--- src/rtl/intx_ctl_pkg.sv ---
package intx_ctl_pkg;

    localparam int REG_W      = 32;
    localparam int LANES      = REG_W / 8;
    localparam int NUM_LINES  = 4;
    localparam int STAT_LSB   = 28;
    localparam int EN_LSB     = 22;
    localparam int ERR_HI_LSB = 26;
    localparam int ERR_HI_W   = 2;
    localparam int ERR_LO_LSB = 16;
    localparam int ERR_LO_W   = 6;
    localparam int PRIO_LSB   = 8;
    localparam int PRIO_W     = 7;
    localparam int WAIT_LSB   = 0;
    localparam int WAIT_W     = 4;

    typedef struct packed {
        logic             valid;
        logic [LANES-1:0] be;
        logic [REG_W-1:0] data;
    } wr_req_t;

    typedef struct packed {
        logic [ERR_HI_W-1:0] err_hi;
        logic [ERR_LO_W-1:0] err_lo;
        logic [PRIO_W-1:0]   prio;
        logic [WAIT_W-1:0]   trdy_wait;
    } ctl_fields_t;

    // Expand byte-lane enables into a bit mask, gated by the strobe.
    function automatic logic [REG_W-1:0] lane_mask(input wr_req_t r);
        logic [REG_W-1:0] m;
        m = '0;
        for (int k = 0; k < LANES; k++) begin
            m[k*8 +: 8] = {8{r.valid & r.be[k]}};
        end
        return m;
    endfunction

    // Place the storage fields at their register positions.
    function automatic logic [REG_W-1:0] ctl_to_word(input ctl_fields_t c);
        logic [REG_W-1:0] w;
        w = '0;
        w[ERR_HI_LSB +: ERR_HI_W] = c.err_hi;
        w[ERR_LO_LSB +: ERR_LO_W] = c.err_lo;
        w[PRIO_LSB   +: PRIO_W]   = c.prio;
        w[WAIT_LSB   +: WAIT_W]   = c.trdy_wait;
        return w;
    endfunction

    // Pull the storage fields out of a register word.
    function automatic ctl_fields_t word_to_ctl(input logic [REG_W-1:0] w);
        ctl_fields_t c;
        c.err_hi    = w[ERR_HI_LSB +: ERR_HI_W];
        c.err_lo    = w[ERR_LO_LSB +: ERR_LO_W];
        c.prio      = w[PRIO_LSB   +: PRIO_W];
        c.trdy_wait = w[WAIT_LSB   +: WAIT_W];
        return c;
    endfunction

endpackage

--- src/rtl/intx_line_slice.sv ---
module intx_line_slice
    import intx_ctl_pkg::*;
#(
    parameter int STAT_POS = 28,
    parameter int EN_POS   = 22
) (
    input  logic    clk,
    input  logic    rst,
    input  logic    line_in,
    input  wr_req_t req,
    output logic    pend,
    output logic    en
);
    localparam int STAT_LANE = STAT_POS / 8;
    localparam int EN_LANE   = EN_POS / 8;

    logic clr;
    logic en_wr;

    assign clr   = req.valid & req.be[STAT_LANE] & req.data[STAT_POS];
    assign en_wr = req.valid & req.be[EN_LANE];

    // An acknowledge wins over a set in the same cycle.
    always_ff @(posedge clk) begin
        if (rst) begin
            pend <= 1'b0;
            en   <= 1'b0;
        end else begin
            if (clr)          pend <= 1'b0;
            else if (line_in) pend <= 1'b1;
            if (en_wr)        en   <= req.data[EN_POS];
        end
    end

    // a high line sets the flag
    assert_set_R2: assert property (@(posedge clk) disable iff (rst)
        (line_in && !clr) |=> pend);
    // the flag is sticky
    assert_sticky_R2: assert property (@(posedge clk) disable iff (rst)
        (pend && !clr) |=> pend);
    // an acknowledge clears the flag
    assert_ack_R3: assert property (@(posedge clk) disable iff (rst)
        clr |=> !pend);
    // the flag does not set by itself
    assert_hold_R3: assert property (@(posedge clk) disable iff (rst)
        (!pend && !line_in) |=> !pend);
    // the enable holds while its lane is not written
    assert_en_keep_R8: assert property (@(posedge clk) disable iff (rst)
        !en_wr |=> $stable(en));

endmodule

--- src/rtl/intx_ctl_store.sv ---
module intx_ctl_store
    import intx_ctl_pkg::*;
(
    input  logic        clk,
    input  logic        rst,
    input  wr_req_t     req,
    output ctl_fields_t ctl
);
    logic [REG_W-1:0] mask;
    logic [REG_W-1:0] cur_w;
    logic [REG_W-1:0] nxt_w;

    assign mask  = lane_mask(req);
    assign cur_w = ctl_to_word(ctl);
    assign nxt_w = (cur_w & ~mask) | (req.data & mask);

    always_ff @(posedge clk) begin
        if (rst) ctl <= '0;
        else     ctl <= word_to_ctl(nxt_w);
    end

    // the priority lane holds without a write to lane 1
    assert_prio_keep_R8: assert property (@(posedge clk) disable iff (rst)
        !(req.valid && req.be[1]) |=> $stable(ctl.prio));
    // the wait lane holds without a write to lane 0
    assert_wait_keep_R8: assert property (@(posedge clk) disable iff (rst)
        !(req.valid && req.be[0]) |=> $stable(ctl.trdy_wait));
    // the error masks take the written value
    assert_err_load_R6: assert property (@(posedge clk) disable iff (rst)
        (req.valid && req.be[3] && req.be[2]) |=>
        (ctl.err_hi == $past(req.data[ERR_HI_LSB +: ERR_HI_W]) &&
         ctl.err_lo == $past(req.data[ERR_LO_LSB +: ERR_LO_W])));

endmodule

--- src/rtl/intx_merge.sv ---
module intx_merge #(
    parameter int N = 4
) (
    input  logic [N-1:0] pend,
    input  logic [N-1:0] en,
    output logic         irq
);
    logic [N:0] chain;

    assign chain[0] = 1'b0;
    for (genvar i = 0; i < N; i++) begin : g_or
        assign chain[i+1] = chain[i] | (pend[i] & en[i]);
    end
    assign irq = chain[N];

endmodule

--- src/rtl/intx_ctl_unit.sv ---
module intx_ctl_unit
    import intx_ctl_pkg::*;
(
    input  logic                 clk,
    input  logic                 rst,
    input  logic [NUM_LINES-1:0] intx_in,
    input  logic                 wr_en,
    input  logic [LANES-1:0]     wr_be,
    input  logic [REG_W-1:0]     wr_data,
    output logic [REG_W-1:0]     rd_data,
    output logic                 irq_out
);
    wr_req_t              req;
    ctl_fields_t          ctl;
    logic [NUM_LINES-1:0] pend;
    logic [NUM_LINES-1:0] en;

    assign req.valid = wr_en;
    assign req.be    = wr_be;
    assign req.data  = wr_data;

    for (genvar i = 0; i < NUM_LINES; i++) begin : g_line
        intx_line_slice #(
            .STAT_POS(STAT_LSB + i),
            .EN_POS  (EN_LSB + i)
        ) u_slice (
            .clk    (clk),
            .rst    (rst),
            .line_in(intx_in[i]),
            .req    (req),
            .pend   (pend[i]),
            .en     (en[i])
        );
    end

    intx_ctl_store u_store (
        .clk(clk),
        .rst(rst),
        .req(req),
        .ctl(ctl)
    );

    intx_merge #(.N(NUM_LINES)) u_merge (
        .pend(pend),
        .en  (en),
        .irq (irq_out)
    );

    always_comb begin
        rd_data = ctl_to_word(ctl);
        rd_data[STAT_LSB +: NUM_LINES] = pend;
        rd_data[EN_LSB   +: NUM_LINES] = en;
    end

    // the word is zero right after reset
    assert_reset_R1: assert property (@(posedge clk) disable iff (rst)
        $past(rst) |-> (rd_data == '0 && !irq_out));
    // the output agrees with the fields read back
    assert_irq_match_R5: assert property (@(posedge clk) disable iff (rst)
        irq_out == |(rd_data[STAT_LSB +: NUM_LINES] & rd_data[EN_LSB +: NUM_LINES]));
    // no enable means no output
    assert_masked_R5: assert property (@(posedge clk) disable iff (rst)
        (rd_data[EN_LSB +: NUM_LINES] == '0) |-> !irq_out);

endmodule

--- config.mk ---
export PLATFORM = sky130hd
export DESIGN_NAME = intx_ctl_unit
export DESIGN_NICKNAME = d
export VERILOG_FILES = /design/src/rtl/intx_ctl_pkg.sv /design/src/rtl/intx_line_slice.sv /design/src/rtl/intx_ctl_store.sv /design/src/rtl/intx_merge.sv /design/src/rtl/intx_ctl_unit.sv
export SDC_FILE = /design/constraint.sdc
export NUM_CORES = 1
export LEC_CHECK = 0
export BUFFER_PORTS_ARGS = -buffer_cell sky130_fd_sc_hd__clkbuf_2
export CORE_MARGIN = 2
export CORE_UTILIZATION = 43
export DETAILED_ROUTE_END_ITERATION = 10
export GPL_TIMING_DRIVEN = 0
export PLACE_DENSITY = 0.81
export SETUP_SLACK_MARGIN = 0.4
export SYNTH_ARGS = -nofsm -noshare
export SYNTH_HDL_FRONTEND = slang
export SYNTH_SLANG_ARGS = --single-unit
--- constraint.sdc ---
create_clock -name clk -period 0.8 [get_ports clk]
set_input_delay 0.04 -clock clk [delete_from_list [all_inputs] [get_ports clk]]
set_output_delay 0.04 -clock clk [all_outputs]
set_load 0.03 [all_outputs]
==> results.sh <==
export IMPL_outcome="complete, but fails checks"
export IMPL_chipHeight_um=59.3
export IMPL_failing_checks="hold timing, setup timing"
export IMPL_routability_congestion_estimate=0.678
export IMPL_synth_warnings=0
export IMPL_start_util_pct=44.2
export IMPL_synth_async_sr_flop_share_pct=0
export IMPL_grt_remaining_overflow=0
export IMPL_finalWorstPathRequiredPeriod_ps=1180
export IMPL_wirelength_mm=4.08
export IMPL_number_of_filler_instances_in_the_final_layout=187
export IMPL_chipWidth_um=59.3
export IMPL_critPathLaunchType="register"
export IMPL_place_port_buffers=60
export IMPL_timing_clock_skew_ps=0
export IMPL_drv_max_cap_violation_count=0
export IMPL_layout_drive_gt1_share_pct=77.9
export IMPL_cts_max_level=1
export IMPL_final_setup_violation_count=31
export IMPL_yosys_top_cells_area="sky130_fd_sc_hd__dfxtp_1 41%, sky130_fd_sc_hd__a21bo_1 12%, sky130_fd_sc_hd__nand3_1 8.8%"
export IMPL_rr_startpoint="g_line[1].u_slice.en"
export IMPL_place_area_um2=1820
export IMPL_min_delay_start="wr_data[31]"
export IMPL_grt_start_max_net_pins=17
export IMPL_core_rowCount=20
export IMPL_ir_drop_mv=0.877
export IMPL_place_detailed_hpwl_mm=2.53
export IMPL_grt_setup_unrepaired="true"
export IMPL_clockBufferDepth=2
export IMPL_area_growth_synth_to_final_pct=75.5
export IMPL_mappedNetlistArea_um2=1320
export IMPL_slowest_stage="sky130_fd_sc_hd__dfxtp_2"
export IMPL_drc=0
export IMPL_vias_per_cell=5.10
export IMPL_drt_iter0_markers=48
export IMPL_dr_pass1_iters=4
export IMPL_critical_path_endpoint_type="output pin"
export IMPL_die_area_um2=3520
export IMPL_yosys_cell_count_top_type="sky130_fd_sc_hd__dfxtp_1"
export IMPL_via_count_of_the_first_global_routing_pass=1250
export IMPL_seq_area_frac_synth_pct=41.1
export IMPL_postLayoutSetupSlackWorst_ps=-384
export IMPL_synth_top_cell_by_area="sky130_fd_sc_hd__dfxtp_1"
export IMPL_post_synth_inst_count=135
export IMPL_cellLeakagePower_uw=0.000984
export IMPL_postSynth_topFlopCell="sky130_fd_sc_hd__dfxtp_1"
export IMPL_crit_path_max_fanout=3
export IMPL_clk_insertion_delay_late_ps=340
export IMPL_powerDensity_nw_per_um2=1330
export IMPL_fin_util_pct=77.5
export IMPL_critPathMaxStageDelay_ps=370
export IMPL_hold_worst_slack_ps=-171
export IMPL_cp_data_required_time_ps=760
export IMPL_maxClockFrequency_mhz=844
export IMPL_drt_antenna_net_count=0
export IMPL_final_min_period_over_clock_period_pct=148
export IMPL_critical_path_cell_by_cell="a22oi_2, nand2_2, buf_8"
export IMPL_clkSlewWorstSetupHoldPaths_ps=160
export IMPL_number_of_enable_flip_flop_cells_after_synthesis=0
export IMPL_critPathLaunch="g_line[0].u_slice.pend"
export IMPL_global_route_usage_total_pct=23.4
export IMPL_final_max_slew_viol_count=0
export IMPL_hp_class="in -> reg"
export IMPL_clock_sinks=27
export IMPL_antenna_cells=0
export IMPL_design_area_um2=2310
export IMPL_grt_antenna_before_repair=0
export IMPL_cp_data_arrival_time_ps=1140
export IMPL_wire_length_of_the_first_global_routing_pass_mm=6.16
export IMPL_layout_nets=257
export IMPL_crit_type="reg -> out"
export IMPL_io_pins=76
export IMPL_yosys_register_bits=27
export IMPL_synth_common_cells="27 x sky130_fd_sc_hd__dfxtp_1, 23 x sky130_fd_sc_hd__nand3_1, 16 x sky130_fd_sc_hd__a21bo_1, 16 x sky130_fd_sc_hd__a21oi_1, 15 x sky130_fd_sc_hd__buf_4"
export IMPL_clk_root_buffer_cell="sky130_fd_sc_hd__clkbuf_4"
export IMPL_core_area_um2=2980
export IMPL_hold_viol=27
export IMPL_tritoncts="yes"
export IMPL_postSynthAreaPerCell_um2=9.74
export IMPL_synth_top_cell_area_share_pct=41.1
export IMPL_synthDistinctLibCells=16
export IMPL_numCtsBuffers=3
export IMPL_detail_route_wl_per_cell_um=16.6
export IMPL_num_vias=1254
-- critical path, delay by kind of cell, from the launching register on --
kind                   cells  cell delay (ps)
buffers and inverters      1              140
AO/OA/AOI/OAI              1              190
AND/OR/NAND/NOR            1               90
flip-flops                 1              370
-- logic make-up (layout without fill, tap and decap cells) --
kind of cell           count (synthesis)  after routing  share of synthesized area (%)
AO/OA/AOI/OAI                         52             52                           33.2
other                                  1              5                          0.285
AND/OR/NAND/NOR                       29             29                           10.8
flip-flops                            27             27                           41.1
buffers and inverters                 26            100                           14.6
-- cell type report --
type,count,area [um^2],area share [%]
buffer,26,231,10.0
clock buffer,3,22.5,0.976
clock inverter,1,6.26,0.271
multi-input combinational,86,701,30.4
sequential,27,632,27.4
tap,33,41.3,1.79
timing repair buffer,70,674,29.2
-- metal layers --
layer  vias to the layer above  wire, um  part of all wire [%]  track usage [%]
li1                        615         -                     -                -
met1                       583      1640                    40             29.0
met2                        49      2140                    52             41.4
met3                         7       251                   6.2             5.24
met4                         0        48                   1.2             4.87
met5                         -         0                     0                0
-- per-stage QoR --
| step | setup TNS, ps | power, uW | hold WS (ps) | worst slack (ps) | cells |
|---|---|---|---|---|---|
| after floorplan | 0 | 1960 | 121 | 34.2 | 139 |
| after global placement | 0 | 2140 | 220 | 12.8 | 232 |
| after detailed placement | -4.45 | 2160 | 224 | -4.45 | 232 |
| after CTS | -4320 | 2960 | -151 | -359 | 244 |
| after global routing | -5290 | 3180 | -176 | -426 | 246 |
| final | -4590 | 3070 | -171 | -384 | 246 |
-- path summary, 6_finish.rpt --
kind	end	slack [ps]	depth (start not counted)
setup / recovery	irq_out	-380	3
hold / removal	g_line[3].u_slice.pend	-170	2
setup reg to reg	g_line[1].u_slice.en	-80	3
hold reg to reg	register	600	2
-- power by group --
part           switching [uW]  total (uW)  internal, uW
registers                68.3        1450          1380
clock network             456         653           197
logic                     468         968           500
total                     993        3070          2080
-- layout by cell type, fill, tap and decap left out, drive strengths merged --
cell     n
dfxtp   27
a211oi   4
a22oi    2
a21oi   23
buf     63
inv      1
conb     5
clkbuf  36
a21bo   23
nor2     4
nand2    1
and2     1
nand3   23
-- repair_timing --
| item | in CTS | in global routing |
|---|---|---|
| setup buffers | 8 | 2 |
| setup endpoints to repair | 55 | 55 |
| gates resized for setup | 71 | 41 |
| hold endpoints to repair | 27 | 27 |
No activity file was read; power rests on OpenSTA's default activity.
